<file path="config.mk">
export PLATFORM = sky130hd
export DESIGN_NAME = irq_aggregator
export DESIGN_NICKNAME = d
export VERILOG_FILES = /design/src/rtl/irq_pkg.sv /design/src/rtl/irq_lvl_edge.sv /design/src/rtl/irq_sticky.sv /design/src/rtl/irq_regs.sv /design/src/rtl/irq_pin.sv /design/src/rtl/irq_aggregator.sv
export SDC_FILE = /design/constraint.sdc
export NUM_CORES = 1
export LEC_CHECK = 0
export BUFFER_PORTS_ARGS = -buffer_cell sky130_fd_sc_hd__buf_2
export CAP_MARGIN = 5
export CELL_PAD_IN_SITES_DETAIL_PLACEMENT = 1
export CELL_PAD_IN_SITES_GLOBAL_PLACEMENT = 1
export CORE_ASPECT_RATIO = 1.25
export CORE_UTILIZATION = 51
export CTS_BUF_LIST = sky130_fd_sc_hd__clkbuf_4 sky130_fd_sc_hd__clkbuf_8
export DETAILED_ROUTE_END_ITERATION = 16
export GPL_TIMING_DRIVEN = 1
export PLACE_DENSITY_LB_ADDON = 0.1
export SKIP_CTS_REPAIR_TIMING = 1
export SYNTH_ARGS = -nofsm -noshare
export SYNTH_HDL_FRONTEND = slang
export SYNTH_SLANG_ARGS = --single-unit
</file>
<file path="constraint.sdc">
create_clock -name clk -period 5.26 [get_ports clk]
set_input_delay 0.789 -clock clk [delete_from_list [all_inputs] [get_ports clk]]
set_output_delay 0.789 -clock clk [all_outputs]
set_load 0.01 [all_outputs]
</file>
<file path="src/rtl/irq_pkg.sv">
package irq_pkg;
  localparam logic [7:0] ADR_CFG  = 8'h02;
  localparam logic [7:0] ADR_MSK0 = 8'h14;
  localparam logic [7:0] ADR_MSK1 = 8'h15;
  localparam logic [7:0] ADR_ESEL = 8'h16;
  localparam logic [7:0] ADR_LIV0 = 8'h17;
  localparam logic [7:0] ADR_LIV1 = 8'h18;
  localparam logic [7:0] ADR_STS0 = 8'h19;
  localparam logic [7:0] ADR_STS1 = 8'h1A;

  typedef enum logic [1:0] {
    PIN_OD_LOW  = 2'b00,
    PIN_PP_LOW  = 2'b01,
    PIN_PP_HIGH = 2'b10,
    PIN_PP_LOW2 = 2'b11
  } pin_mode_e;
endpackage

</file>
<file path="src/rtl/irq_lvl_edge.sv">
module irq_lvl_edge #(
  parameter int W = 8
) (
  input  logic         clk,
  input  logic         rst_n,
  input  logic [W-1:0] lvl_i,
  input  logic [W-1:0] esel_i,
  output logic [W-1:0] set_o
);
  logic [W-1:0] prev_q;
  logic [W-1:0] prev_d;

  always_comb prev_d = lvl_i;

  always_ff @(posedge clk or negedge rst_n) begin
    if (!rst_n) prev_q <= '0;
    else        prev_q <= prev_d;
  end

  // esel = 0 selects rising, 1 selects falling
  for (genvar i = 0; i < W; i++) begin : g_edge
    logic rise, fall;
    assign rise     = lvl_i[i] & ~prev_q[i];
    assign fall     = ~lvl_i[i] & prev_q[i];
    assign set_o[i] = esel_i[i] ? fall : rise;
  end
endmodule

</file>
<file path="src/rtl/irq_sticky.sv">
module irq_sticky #(
  parameter int W = 8
) (
  input  logic         clk,
  input  logic         rst_n,
  input  logic [W-1:0] set_i,
  input  logic         clr_i,
  output logic [W-1:0] sts_o
);
  logic [W-1:0] sts_q;
  logic [W-1:0] sts_d;

  // a set arriving with the clear wins
  always_comb sts_d = (clr_i ? '0 : sts_q) | set_i;

  always_ff @(posedge clk or negedge rst_n) begin
    if (!rst_n) sts_q <= '0;
    else        sts_q <= sts_d;
  end

  assign sts_o = sts_q;

  for (genvar i = 0; i < W; i++) begin : g_chk
    assert_set_sticky_R4 : assert property (@(posedge clk) disable iff (!rst_n)
      set_i[i] |=> sts_o[i]);
    assert_clear_R6 : assert property (@(posedge clk) disable iff (!rst_n)
      (clr_i && !set_i[i]) |=> !sts_o[i]);
    assert_keep_on_read_R7 : assert property (@(posedge clk) disable iff (!rst_n)
      (clr_i && set_i[i]) |=> sts_o[i]);
    assert_hold_R2 : assert property (@(posedge clk) disable iff (!rst_n)
      (!clr_i && sts_o[i]) |=> sts_o[i]);
  end
endmodule

</file>
<file path="src/rtl/irq_regs.sv">
module irq_regs
  import irq_pkg::*;
#(
  parameter int AW = 8,
  parameter int DW = 8
) (
  input  logic          clk,
  input  logic          rst_n,
  input  logic          bus_sel,
  input  logic          bus_wr,
  input  logic [AW-1:0] bus_addr,
  input  logic [DW-1:0] bus_wdata,
  input  logic [DW-1:0] sts0_i,
  input  logic [DW-1:0] sts1_i,
  input  logic [DW-1:0] live_i,
  output logic [DW-1:0] bus_rdata,
  output pin_mode_e     mode_o,
  output logic [DW-1:0] msk0_o,
  output logic [DW-1:0] msk1_o,
  output logic [DW-1:0] esel_o,
  output logic          clr0_o,
  output logic          clr1_o
);
  localparam int MW = 2;

  logic          wr_en, rd_en;
  logic [MW-1:0] mode_q, mode_d;
  logic [DW-1:0] msk0_q, msk0_d, msk1_q, msk1_d, esel_q, esel_d;
  logic [DW-1:0] rdat_q, rdat_d;

  assign wr_en = bus_sel & bus_wr;
  assign rd_en = bus_sel & ~bus_wr;

  always_comb begin
    mode_d = mode_q;
    msk0_d = msk0_q;
    msk1_d = msk1_q;
    esel_d = esel_q;
    if (wr_en) begin
      case (bus_addr)
        AW'(ADR_CFG):  mode_d = bus_wdata[MW-1:0];
        AW'(ADR_MSK0): msk0_d = bus_wdata;
        AW'(ADR_MSK1): msk1_d = bus_wdata;
        AW'(ADR_ESEL): esel_d = bus_wdata;
        default: ;
      endcase
    end
  end

  always_comb begin
    rdat_d = rdat_q;
    if (rd_en) begin
      case (bus_addr)
        AW'(ADR_CFG):  rdat_d = DW'(mode_q);
        AW'(ADR_MSK0): rdat_d = msk0_q;
        AW'(ADR_MSK1): rdat_d = msk1_q;
        AW'(ADR_ESEL): rdat_d = esel_q;
        AW'(ADR_LIV0): rdat_d = live_i;
        AW'(ADR_LIV1): rdat_d = '0;
        AW'(ADR_STS0): rdat_d = sts0_i;
        AW'(ADR_STS1): rdat_d = sts1_i;
        default:       rdat_d = '0;
      endcase
    end
  end

  always_ff @(posedge clk or negedge rst_n) begin
    if (!rst_n) begin
      mode_q <= '0;
      msk0_q <= '0;
      msk1_q <= '0;
      esel_q <= '0;
      rdat_q <= '0;
    end else begin
      mode_q <= mode_d;
      msk0_q <= msk0_d;
      msk1_q <= msk1_d;
      esel_q <= esel_d;
      rdat_q <= rdat_d;
    end
  end

  assign clr0_o    = rd_en && (bus_addr == AW'(ADR_STS0));
  assign clr1_o    = rd_en && (bus_addr == AW'(ADR_STS1));
  assign mode_o    = pin_mode_e'(mode_q);
  assign msk0_o    = msk0_q;
  assign msk1_o    = msk1_q;
  assign esel_o    = esel_q;
  assign bus_rdata = rdat_q;

  assert_mask_hold_R5 : assert property (@(posedge clk) disable iff (!rst_n)
    !(wr_en && bus_addr == AW'(ADR_MSK0)) |=> $stable(msk0_o));
  assert_rdata_hold_R10 : assert property (@(posedge clk) disable iff (!rst_n)
    !rd_en |=> $stable(bus_rdata));
  assert_one_clear_R6 : assert property (@(posedge clk) disable iff (!rst_n)
    !(clr0_o && clr1_o));
endmodule

</file>
<file path="src/rtl/irq_pin.sv">
module irq_pin
  import irq_pkg::*;
(
  input  pin_mode_e mode_i,
  input  logic      pend_i,
  output logic      int_o,
  output logic      int_oe
);
  always_comb begin
    case (mode_i)
      PIN_OD_LOW: begin
        int_oe = pend_i;
        int_o  = 1'b0;
      end
      PIN_PP_HIGH: begin
        int_oe = 1'b1;
        int_o  = pend_i;
      end
      default: begin
        int_oe = 1'b1;
        int_o  = ~pend_i;
      end
    endcase
  end
endmodule

</file>
<file path="src/rtl/irq_aggregator.sv">
module irq_aggregator
  import irq_pkg::*;
#(
  parameter int AW = 8,
  parameter int DW = 8
) (
  input  logic          clk,
  input  logic          rst_n,
  input  logic [DW-1:0] lvl_i,
  input  logic [DW-1:0] evt_i,
  input  logic          bus_sel,
  input  logic          bus_wr,
  input  logic [AW-1:0] bus_addr,
  input  logic [DW-1:0] bus_wdata,
  output logic [DW-1:0] bus_rdata,
  output logic          int_o,
  output logic          int_oe
);
  localparam int SYNC_N = 2;

  logic [SYNC_N-1:0] rsync_q;
  logic              rst_s_n;
  logic [DW-1:0]     lvl_set, sts0, sts1, msk0, msk1, esel;
  logic              clr0, clr1, pend;
  pin_mode_e         mode;

  always_ff @(posedge clk or negedge rst_n) begin
    if (!rst_n) rsync_q <= '0;
    else        rsync_q <= {rsync_q[SYNC_N-2:0], 1'b1};
  end
  assign rst_s_n = rsync_q[SYNC_N-1];

  irq_lvl_edge #(.W(DW)) u_edge (
    .clk(clk), .rst_n(rst_s_n), .lvl_i(lvl_i), .esel_i(esel), .set_o(lvl_set));

  irq_sticky #(.W(DW)) u_sts_lvl (
    .clk(clk), .rst_n(rst_s_n), .set_i(lvl_set), .clr_i(clr0), .sts_o(sts0));

  irq_sticky #(.W(DW)) u_sts_evt (
    .clk(clk), .rst_n(rst_s_n), .set_i(evt_i), .clr_i(clr1), .sts_o(sts1));

  irq_regs #(.AW(AW), .DW(DW)) u_regs (
    .clk(clk), .rst_n(rst_s_n), .bus_sel(bus_sel), .bus_wr(bus_wr),
    .bus_addr(bus_addr), .bus_wdata(bus_wdata), .sts0_i(sts0), .sts1_i(sts1),
    .live_i(lvl_i), .bus_rdata(bus_rdata), .mode_o(mode), .msk0_o(msk0),
    .msk1_o(msk1), .esel_o(esel), .clr0_o(clr0), .clr1_o(clr1));

  assign pend = |((sts0 & msk0) | (sts1 & msk1));

  irq_pin u_pin (.mode_i(mode), .pend_i(pend), .int_o(int_o), .int_oe(int_oe));

  assert_od_never_high_R9 : assert property (@(posedge clk) disable iff (!rst_s_n)
    (mode == PIN_OD_LOW) |-> !int_o);
  assert_masked_quiet_R5 : assert property (@(posedge clk) disable iff (!rst_s_n)
    (((sts0 & msk0) == '0) && ((sts1 & msk1) == '0) && mode == PIN_OD_LOW) |-> !int_oe);
  assert_pushpull_drives_R9 : assert property (@(posedge clk) disable iff (!rst_s_n)
    (mode != PIN_OD_LOW) |-> int_oe);
endmodule

</file>
After elaboration in Yosys (flattened, before gate mapping)
Cells that the tools add are included.

Eq/ne operators: 8. Bitwise logic cells: 41. Multiplexer cells: 13. Reductions and logical operators: 8.

Operators with widths (number): one-hot mux 8 bit (7 select lines) (1); == test 8 x 5 -> 1 bit (second input constant) (6); bitwise OR 8 bit (3); bitwise AND 1 bit (18); NOT 1 bit (18); bitwise AND 8 bit (2); two-way mux 8 bit (2); two-way mux 1 bit (9); == test 8 x 2 -> 1 bit (second input constant) (1); AND reduction 2 bit (4); OR reduction 8 bit (1); == test 2 bit (second input constant) (1); logical AND 1 bit (2); logical NOT 2 bit (1); one-hot mux 1 bit (2 select lines) (1).

Register bits after elaboration: 60. Output and inout bits: 10. Word-level logic and storage cells: 79. Input port bits: 36.

Depth between registers and ports, before layout
Gate-level depths: netlist of run 1.

Depth after elaboration: 5. Depth in mapped cells: 6.

Hierarchy
A second synthesis of run 1 with hierarchy kept.

Cell total of the unflattened synthesis: 220. Area, all modules: 2869.0 sq um.

Modules (own cells, without submodules): irq_regs (times used 1, cells each 139, area each 1789.2 sq um); irq_sticky (times used 2, cells each 17, area each 264.0 sq um); irq_lvl_edge (times used 1, cells each 32, area each 376.6 sq um); irq_aggregator (times used 1, cells each 12, area each 155.1 sq um); irq_pin (times used 1, cells each 3, area each 20.0 sq um).

Worst setup path before layout of run 1
OpenSTA, ideal clock, no wires.

Path type: input to register. Start: input port bus_addr[0]. End: register u_regs.esel_q[0] (netlist: u_regs.esel_o[0]). Buffers on the path: 2. Arrival time: 2285 ps. Path slack: 2850 ps. Stages on the path: 6. Cells stage by stage: buf_2 > or4b_4 > nor2_2 > and3_1 > buf_4 > mux2_2.

Cells in the longest elaborated chain, start to end: 2.

Ends and longest elaborated chain: from (decl) (line irq_aggregator.sv:13) `input logic [AW-1:0] bus_addr,`; == test 8 x 5 -> 1 bit (line irq_regs.sv:40) `case (bus_addr)`; AND reduction 2 bit (no line); to (signal assigned) (line irq_regs.sv:78) `esel_q <= esel_d;`; to (decl) (line irq_regs.sv:28) `logic [DW-1:0] msk0_q, msk0_d, msk1_q, msk1_d, esel_q, esel_d;`.

No other way between the ends. A chain may end at the register's enable or synchronous reset.

Worst setup path in the final report of run 1
Start: register u_sts_lvl.sts_q[0] (netlist: u_sts_lvl.sts_o[0]). End: output port int_o.

Cells in the longest elaborated chain, start to end: 5.

Ends and longest elaborated chain: from (decl) (line irq_sticky.sv:10) `logic [W-1:0] sts_q;`; from (signal assigned) (line irq_sticky.sv:18) `else sts_q <= sts_d;`; bitwise AND 8 bit * (line irq_aggregator.sv:48) `assign pend = |((sts0 & msk0) | (sts1 & msk1));`; bitwise OR 8 bit * (line irq_aggregator.sv:48); OR reduction 8 bit * (line irq_aggregator.sv:48); NOT 1 bit (line irq_pin.sv:21) `int_o = ~pend_i;`; one-hot mux 1 bit (2 select lines) * (line irq_pin.sv:10) `case (mode_i)`; to (decl) (line irq_aggregator.sv:16) `output logic int_o,`.

Every way passes the cells marked *; elsewhere a longest branch is shown, timed or not.

==> out/summary.txt, run 1 <==
Pwr per Cell Area -> 290 mW/mm^2
die width -> 69.6 um
grt total ovfl -> 0
Reg2Reg Depth -> 4
critical path fanouts, max -> 3
via count -> 2273
share of layout cells above drive strength 1 -> 35.8%
status -> finished clean
syn avg cell area -> 12.4 um^2
Post-route DRC -> 0
post-synth top area share -> 51.5%
worst skew pair latency -> 350 ps
synth unique cells -> 45
DIE HEIGHT -> 86.5 um
Worst-path clk slew -> 60 ps
initial antenna violation count -> 0
Core Rows -> 30
worst r2r dst -> u_regs.bus_rdata[7]$_DFFE_PN0N_
Worst Hold Class -> input port to asynchronous set/reset pin
peak supply drop -> 196 uV
Worst Max-Slew Pin Slew -> 854 ps
max_cap viols -> 0
most area-consuming cells after synthesis -> dfrtp_1 52%, mux2_2 10%, a22o_1 4.2%
RSZ-0062 raised after global routing -> false
CP peak stage delay -> 440 ps
vias in the first global route -> 2369
Fmax -> 0.347 GHz
worst r2r src -> u_regs.msk0_o[7]$_DFFE_PN0P_
first-pass detailed-route iteration total -> 4
Main synth FF type -> dfrtp_1
first-pass GRT wire length -> 12400 um
routed vias/inst -> 6.46
pin count of the biggest net entering global routing -> 59
Total Power -> 0.981 mW
setup TNS -> 0 ps
Leakage -> 1.46 nW
Fillers -> 581
post-synthesis sequential area ratio -> 51.5%
HPWL after detailed placement -> 5700 um
# diodes -> 0
die area -> 0.00602 mm^2
Mapped Cells -> 235
Min Clock Period, post-route -> 2890 ps
Slew headroom -> 42.2%
Hold Fails Final Rpt -> 0
synthesized area -> 0.00291 mm^2
largest area contributor in the netlist -> dfrtp_1
flops & latches, synth -> 60
Final Cell Area -> 0.00338 mm^2
YS warnings -> 0
Critical-path top delay cell -> dfrtp_1
clk sinks -> 60
Routed Antenna Nets -> 0
nets -> 319
worst reg2reg setup slack -> 3760 ps
Layout area overhead -> 16.1%
CTS tree -> built
CTS max path bufs -> 2
Crit Path Class -> flip-flop to output pin
cells along the critical path -> a22o_1 > a221oi_1 > and4_1 > mux2_2 > buf_2
initial DRC count -> 239
final worst clock skew -> 8.19 ps
H-tree depth -> 3
Boundary Pins -> 46
drt total wl -> 7890 um
Initial Utilization -> 53.2%
Post-Syn Nets -> 271
pins over their slew limit -> 0
Critical Path End Type -> output pin
Post-synth EDFFs -> 0
gr usage total -> 28.4%
Port Buffers -> 45
Finish-stage setup viols -> 0
Critical Path RT -> 4470 ps
core footprint -> 0.00548 mm^2
Async SR Flop Fraction -> 100%
Final GP Congestion -> 0.908
Arrival @ worst endpoint -> 2100 ps
total CTS buffers -> 9
root buffer cell -> clkbuf_8
period utilization -> 54.9%
wire length per cell -> 22.4 um
placed cell areas -> 0.00319 mm^2
type of origin of the critical path -> flip-flop
## worst max-delay path by stage
| stage | start | endpoint | slack [ps] | cells past startpoint |
|---|---|---|---|---|
| after floorplan | bus_addr[0] | u_regs.esel_o[0]$_DFFE_PN0P_ | 2850 | 6 |
| after global placement | bus_addr[0] | u_regs.esel_o[0]$_DFFE_PN0P_ | 2370 | 5 |
| after detailed placement | bus_addr[0] | u_regs.esel_o[4]$_DFFE_PN0P_ | 2360 | 5 |
| after CTS | u_regs.msk0_o[6]$_DFFE_PN0P_ | int_o | 2360 | 5 |
| after global routing | u_regs.msk0_o[6]$_DFFE_PN0P_ | int_o | 2330 | 5 |
| final | u_sts_lvl.sts_o[0]$_DFF_PN0_ | int_o | 2370 | 5 |
## cell usage after synthesis, drive strengths merged (4+ instances only)
cell type  count
nand2b         4
a22o          14
buf            5
a21o           8
nand3          9
nor2           9
a221o          8
nor4b          4
clkbuf         5
nor2b         12
dfrtp         60
mux2          27
a21oi          8
nand3b         4
a211oi         5
nor3b          9
a221oi        10
## registers in the layout (all words and copies together) (netlist names)
| name | cells |
|---|---|
| u_regs.esel_o | 8 |
| u_regs.msk1_o | 8 |
| u_regs.msk0_o | 8 |
| rsync_q | 2 |
| u_regs.mode_o | 2 |
| u_sts_evt.sts_o | 8 |
| u_regs.bus_rdata | 8 |
| u_edge.prev_q | 8 |
| u_sts_lvl.sts_o | 8 |
## cell type report
cell class / count / area, um^2 / area share [%]
inverter: 3 / 11.3 / 0.333
multi-input combinational: 162 / 1360 / 40.1
clock buffer: 15 / 188 / 5.55
clock inverter: 1 / 5.00 / 0.148
timing repair buffer: 47 / 240 / 7.10
tap: 64 / 80.1 / 2.37
sequential: 60 / 1500 / 44.4
## cell usage in the layout, fill, tap and decap left out, types with 2 or more instances in the layout
master and n:
a211oi_1 5, a21o_1 8, a21oi_1 8, a221o_1 8, a221oi_1 10, a22o_1 14, a22oi_1 2, and2_1 2
and3_1 2, buf_2 45, buf_4 2, clkbuf_4 3, clkbuf_8 12, dfrtp_1 59, inv_1 3, mux2_2 27
mux4_2 2, nand2_1 3, nand2b_1 4, nand3_1 9, nand3b_1 4, nor2_1 7, nor2b_1 12, nor3b_1 9
nor4b_1 2, o21ai_0 2, o221ai_1 2, or3b_2 3
## report_power, final
part	switching, mW	internal [mW]	total [mW]
Clock	0.175	0.225	0.400
Combinational	0.0553	0.0406	0.0959
Sequential	0.00961	0.475	0.484
Total	0.240	0.740	0.981
## kinds of logic (layout without fill, tap and decap cells)
kind of cell	Yosys count	count (layout)	synth area share, %
AND/OR/NAND/NOR	69	69	17.1
AO/OA/AOI/OAI	62	62	17.0
flip-flops	60	60	51.5
multiplexers	29	29	12.0
buffers and inverters	13	66	1.93
other	1	1	0.129
XOR/XNOR	1	1	0.301
## worst max-delay path: cells and delay by family, from the launching register on
family / cells / cell delay [ps]
DFF: 1 / 440
AOI/OAI and AO/OA: 2 / 500
muxes: 1 / 340
buffers and inverters: 1 / 140
and+or+nand+nor: 1 / 330
## metal layers
layer | part of all wire (%) | vias to the layer above | track usage, %
met3 | 5.1 | 26 | 5.58
li1 | - | 1013 | -
met2 | 49 | 81 | 45.7
met1 | 41 | 1153 | 35.7
met5 | 0 | - | 0
met4 | 4.4 | 0 | 17.3
## per-stage QoR
step,utilization (%),setup WS (ps),hold slack (ps),std cells
after floorplan,-,2850,331,235
after global placement,58.2,2370,339,336
after detailed placement,58.2,2360,348,336
after CTS,61.7,2360,200,352
after global routing,61.7,2330,208,352
final,61.7,2370,206,352
Note: power is estimated with default switching activity, not from simulation.
==> run 2: changes to the inputs <==
CORE_UTILIZATION = 47   (was 51)
clock period = 2.8 ns   (was 5.26 ns; I/O delays follow)
==> out/summary.txt, run 2 (synthesis results as in run 1) <==
status -> finished clean
first-pass detailed-route iteration total -> 4 (unchanged)
grt total ovfl -> 0 (unchanged)
initial antenna violation count -> 0 (unchanged)
share of layout cells above drive strength 1 -> 36.5% (+0.75 points)
Layout area overhead -> 19.1%
cells along the critical path -> a22o_1 > a221oi_1 > and4_1 > mux2_2 > buf_2
Hold Fails Final Rpt -> 0 (unchanged)
Leakage -> 1.49 nW (+2.4%)
clk sinks -> 60 (unchanged)
Reg2Reg Depth -> 4 (unchanged)
placed cell count -> 358 (+6.5%)
Final Cell Area -> 0.00347 mm^2 (+2.6%)
Worst Hold Class -> flip-flop to asynchronous set/reset pin
Total Power -> 1.93 mW (+97%)
critical path fanouts, max -> 3 (unchanged)
CP peak stage delay -> 420 ps (-20 ps)
Min Clock Period, post-route -> 2490 ps
DIE HEIGHT -> 90.0 um (+4.1%)
Slew headroom -> 65.5% (+23 points)
cell family with most CP delay -> compound AO/OA/AOI/OAI gates
Port Buffers -> 45 (unchanged)
most frequent cells in the layout -> 59 x dfrtp_1, 45 x buf_2, 27 x mux2_2
worst r2r src -> u_regs.msk0_o[3]$_DFFE_PN0P_
worst r2r dst -> u_regs.bus_rdata[3]$_DFFE_PN0N_
total CTS buffers -> 9 (unchanged)
wire length per cell -> 21.0 um (-6.2%)
worst reg2reg setup slack -> 1340 ps (-2420 ps)
H-tree depth -> 3 (unchanged)
worst skew pair latency -> 340 ps (about the same)
first-pass GRT wire length -> 12600 um (+1.1%)
vias in the first global route -> 2287 (-3.5%)
Crit Path Class -> flip-flop to output pin
Initial Utilization -> 49.4% (-3.7 points)
pin count of the biggest net entering global routing -> 38 (-36%)
Pwr per Cell Area -> 556 mW/mm^2 (+92%)
RSZ-0062 raised after global routing -> false
placed cell areas -> 0.00324 mm^2 (+1.6%)
Final GP Congestion -> 0.813 (-11%)
die area -> 0.00652 mm^2 (+8.3%)
initial DRC count -> 100 (-58%)
core footprint -> 0.00590 mm^2 (+7.6%)
CTS tree -> built
Routed Antenna Nets -> 0 (unchanged)
# diodes -> 0 (unchanged)
die width -> 72.4 um (+4.0%)
setup TNS -> 0 ps (unchanged)
commonest non-fill, non-tap cell in the layout -> dfrtp_1
peak supply drop -> 496 uV (+150%)
final worst clock skew -> 10.6 ps (+2.42 ps)
nets -> 324 (+1.6%)
root buffer cell -> clkbuf_8
routed vias/inst -> 5.99 (-7.2%)
worst path bufs/invs -> 1 (unchanged)
worst hold margin -> 230 ps (+24.4 ps)
gr usage total -> 26.3% (-2.1 points)
Fmax -> 0.402 GHz
Post-route DRC -> 0 (unchanged)
Critical Path End Type -> output pin
Finish-stage setup viols -> 0 (unchanged)
Boundary Pins -> 46 (unchanged)
drt total wl -> 7880 um (about the same)
via count -> 2247 (-1.1%)
Worst-path clk slew -> 70 ps (about the same)
Critical-path top delay cell -> dfrtp_1
CTS max path bufs -> 2 (unchanged)
Core Rows -> 31 (+3.3%)
Arrival @ worst endpoint -> 2070 ps (-30 ps)
type of origin of the critical path -> flip-flop
max_cap viols -> 0 (unchanged)
Critical Path RT -> 2380 ps (-2090 ps)
pins over their slew limit -> 0 (unchanged)
Worst Max-Slew Pin Slew -> 513 ps (-341 ps)
final cell count without fillers -> 375 (+6.5%)
period utilization -> 88.9%
HPWL after detailed placement -> 5780 um (+1.5%)
-- run 2: area by class of cell --
class	count	area [um^2]
fillers	634	2420
flip-flops and latches	60	1500
multi-input cells	162	1360
repair buffers	52	280
clock buffers	15	188
well taps	82	103
clock inverters	1	30.0
inverters	3	11.3
-- run 2: metal layers --
| layer | track usage (%) | wire [um] | share of wire, % |
|---|---|---|---|
| met5 | 0 | 0 | 0 |
| met4 | 12.4 | 192 | 2.4 |
| met3 | 4.48 | 239 | 3.0 |
| met2 | 41.0 | 3950 | 50 |
| met1 | 35.4 | 3500 | 44 |
-- run 2: how the worst max path moves through the flow --
stage,startpoint,endpoint,slack (ps),cells past startpoint
after floorplan,bus_addr[0],u_regs.esel_o[0]$_DFFE_PN0P_,760,6
after global placement,bus_addr[0],u_regs.esel_o[1]$_DFFE_PN0P_,460,5
after detailed placement,bus_addr[0],u_regs.esel_o[1]$_DFFE_PN0P_,390,5
after CTS,u_regs.msk0_o[6]$_DFFE_PN0P_,int_o,280,5
after global routing,u_regs.msk1_o[4]$_DFFE_PN0P_,int_o,200,5
final,u_sts_evt.sts_o[4]$_DFF_PN0_,int_o,310,5
-- run 2: where the power goes --
part	switching [mW]	total, mW	internal (mW)
registers	0.0242	0.916	0.892
clock network	0.322	0.837	0.515
logic	0.0966	0.176	0.0791
-- run 2: through the flow --
stage | setup WS [ps] | utilization [%]
6_report | 312 | 58.9
5_1_grt | 203 | 58.9
4_1_cts | 280 | 58.7
3_5_place_dp | 389 | 55.0
3_3_place_gp | 459 | 55.0
2_1_floorplan | 759 | -
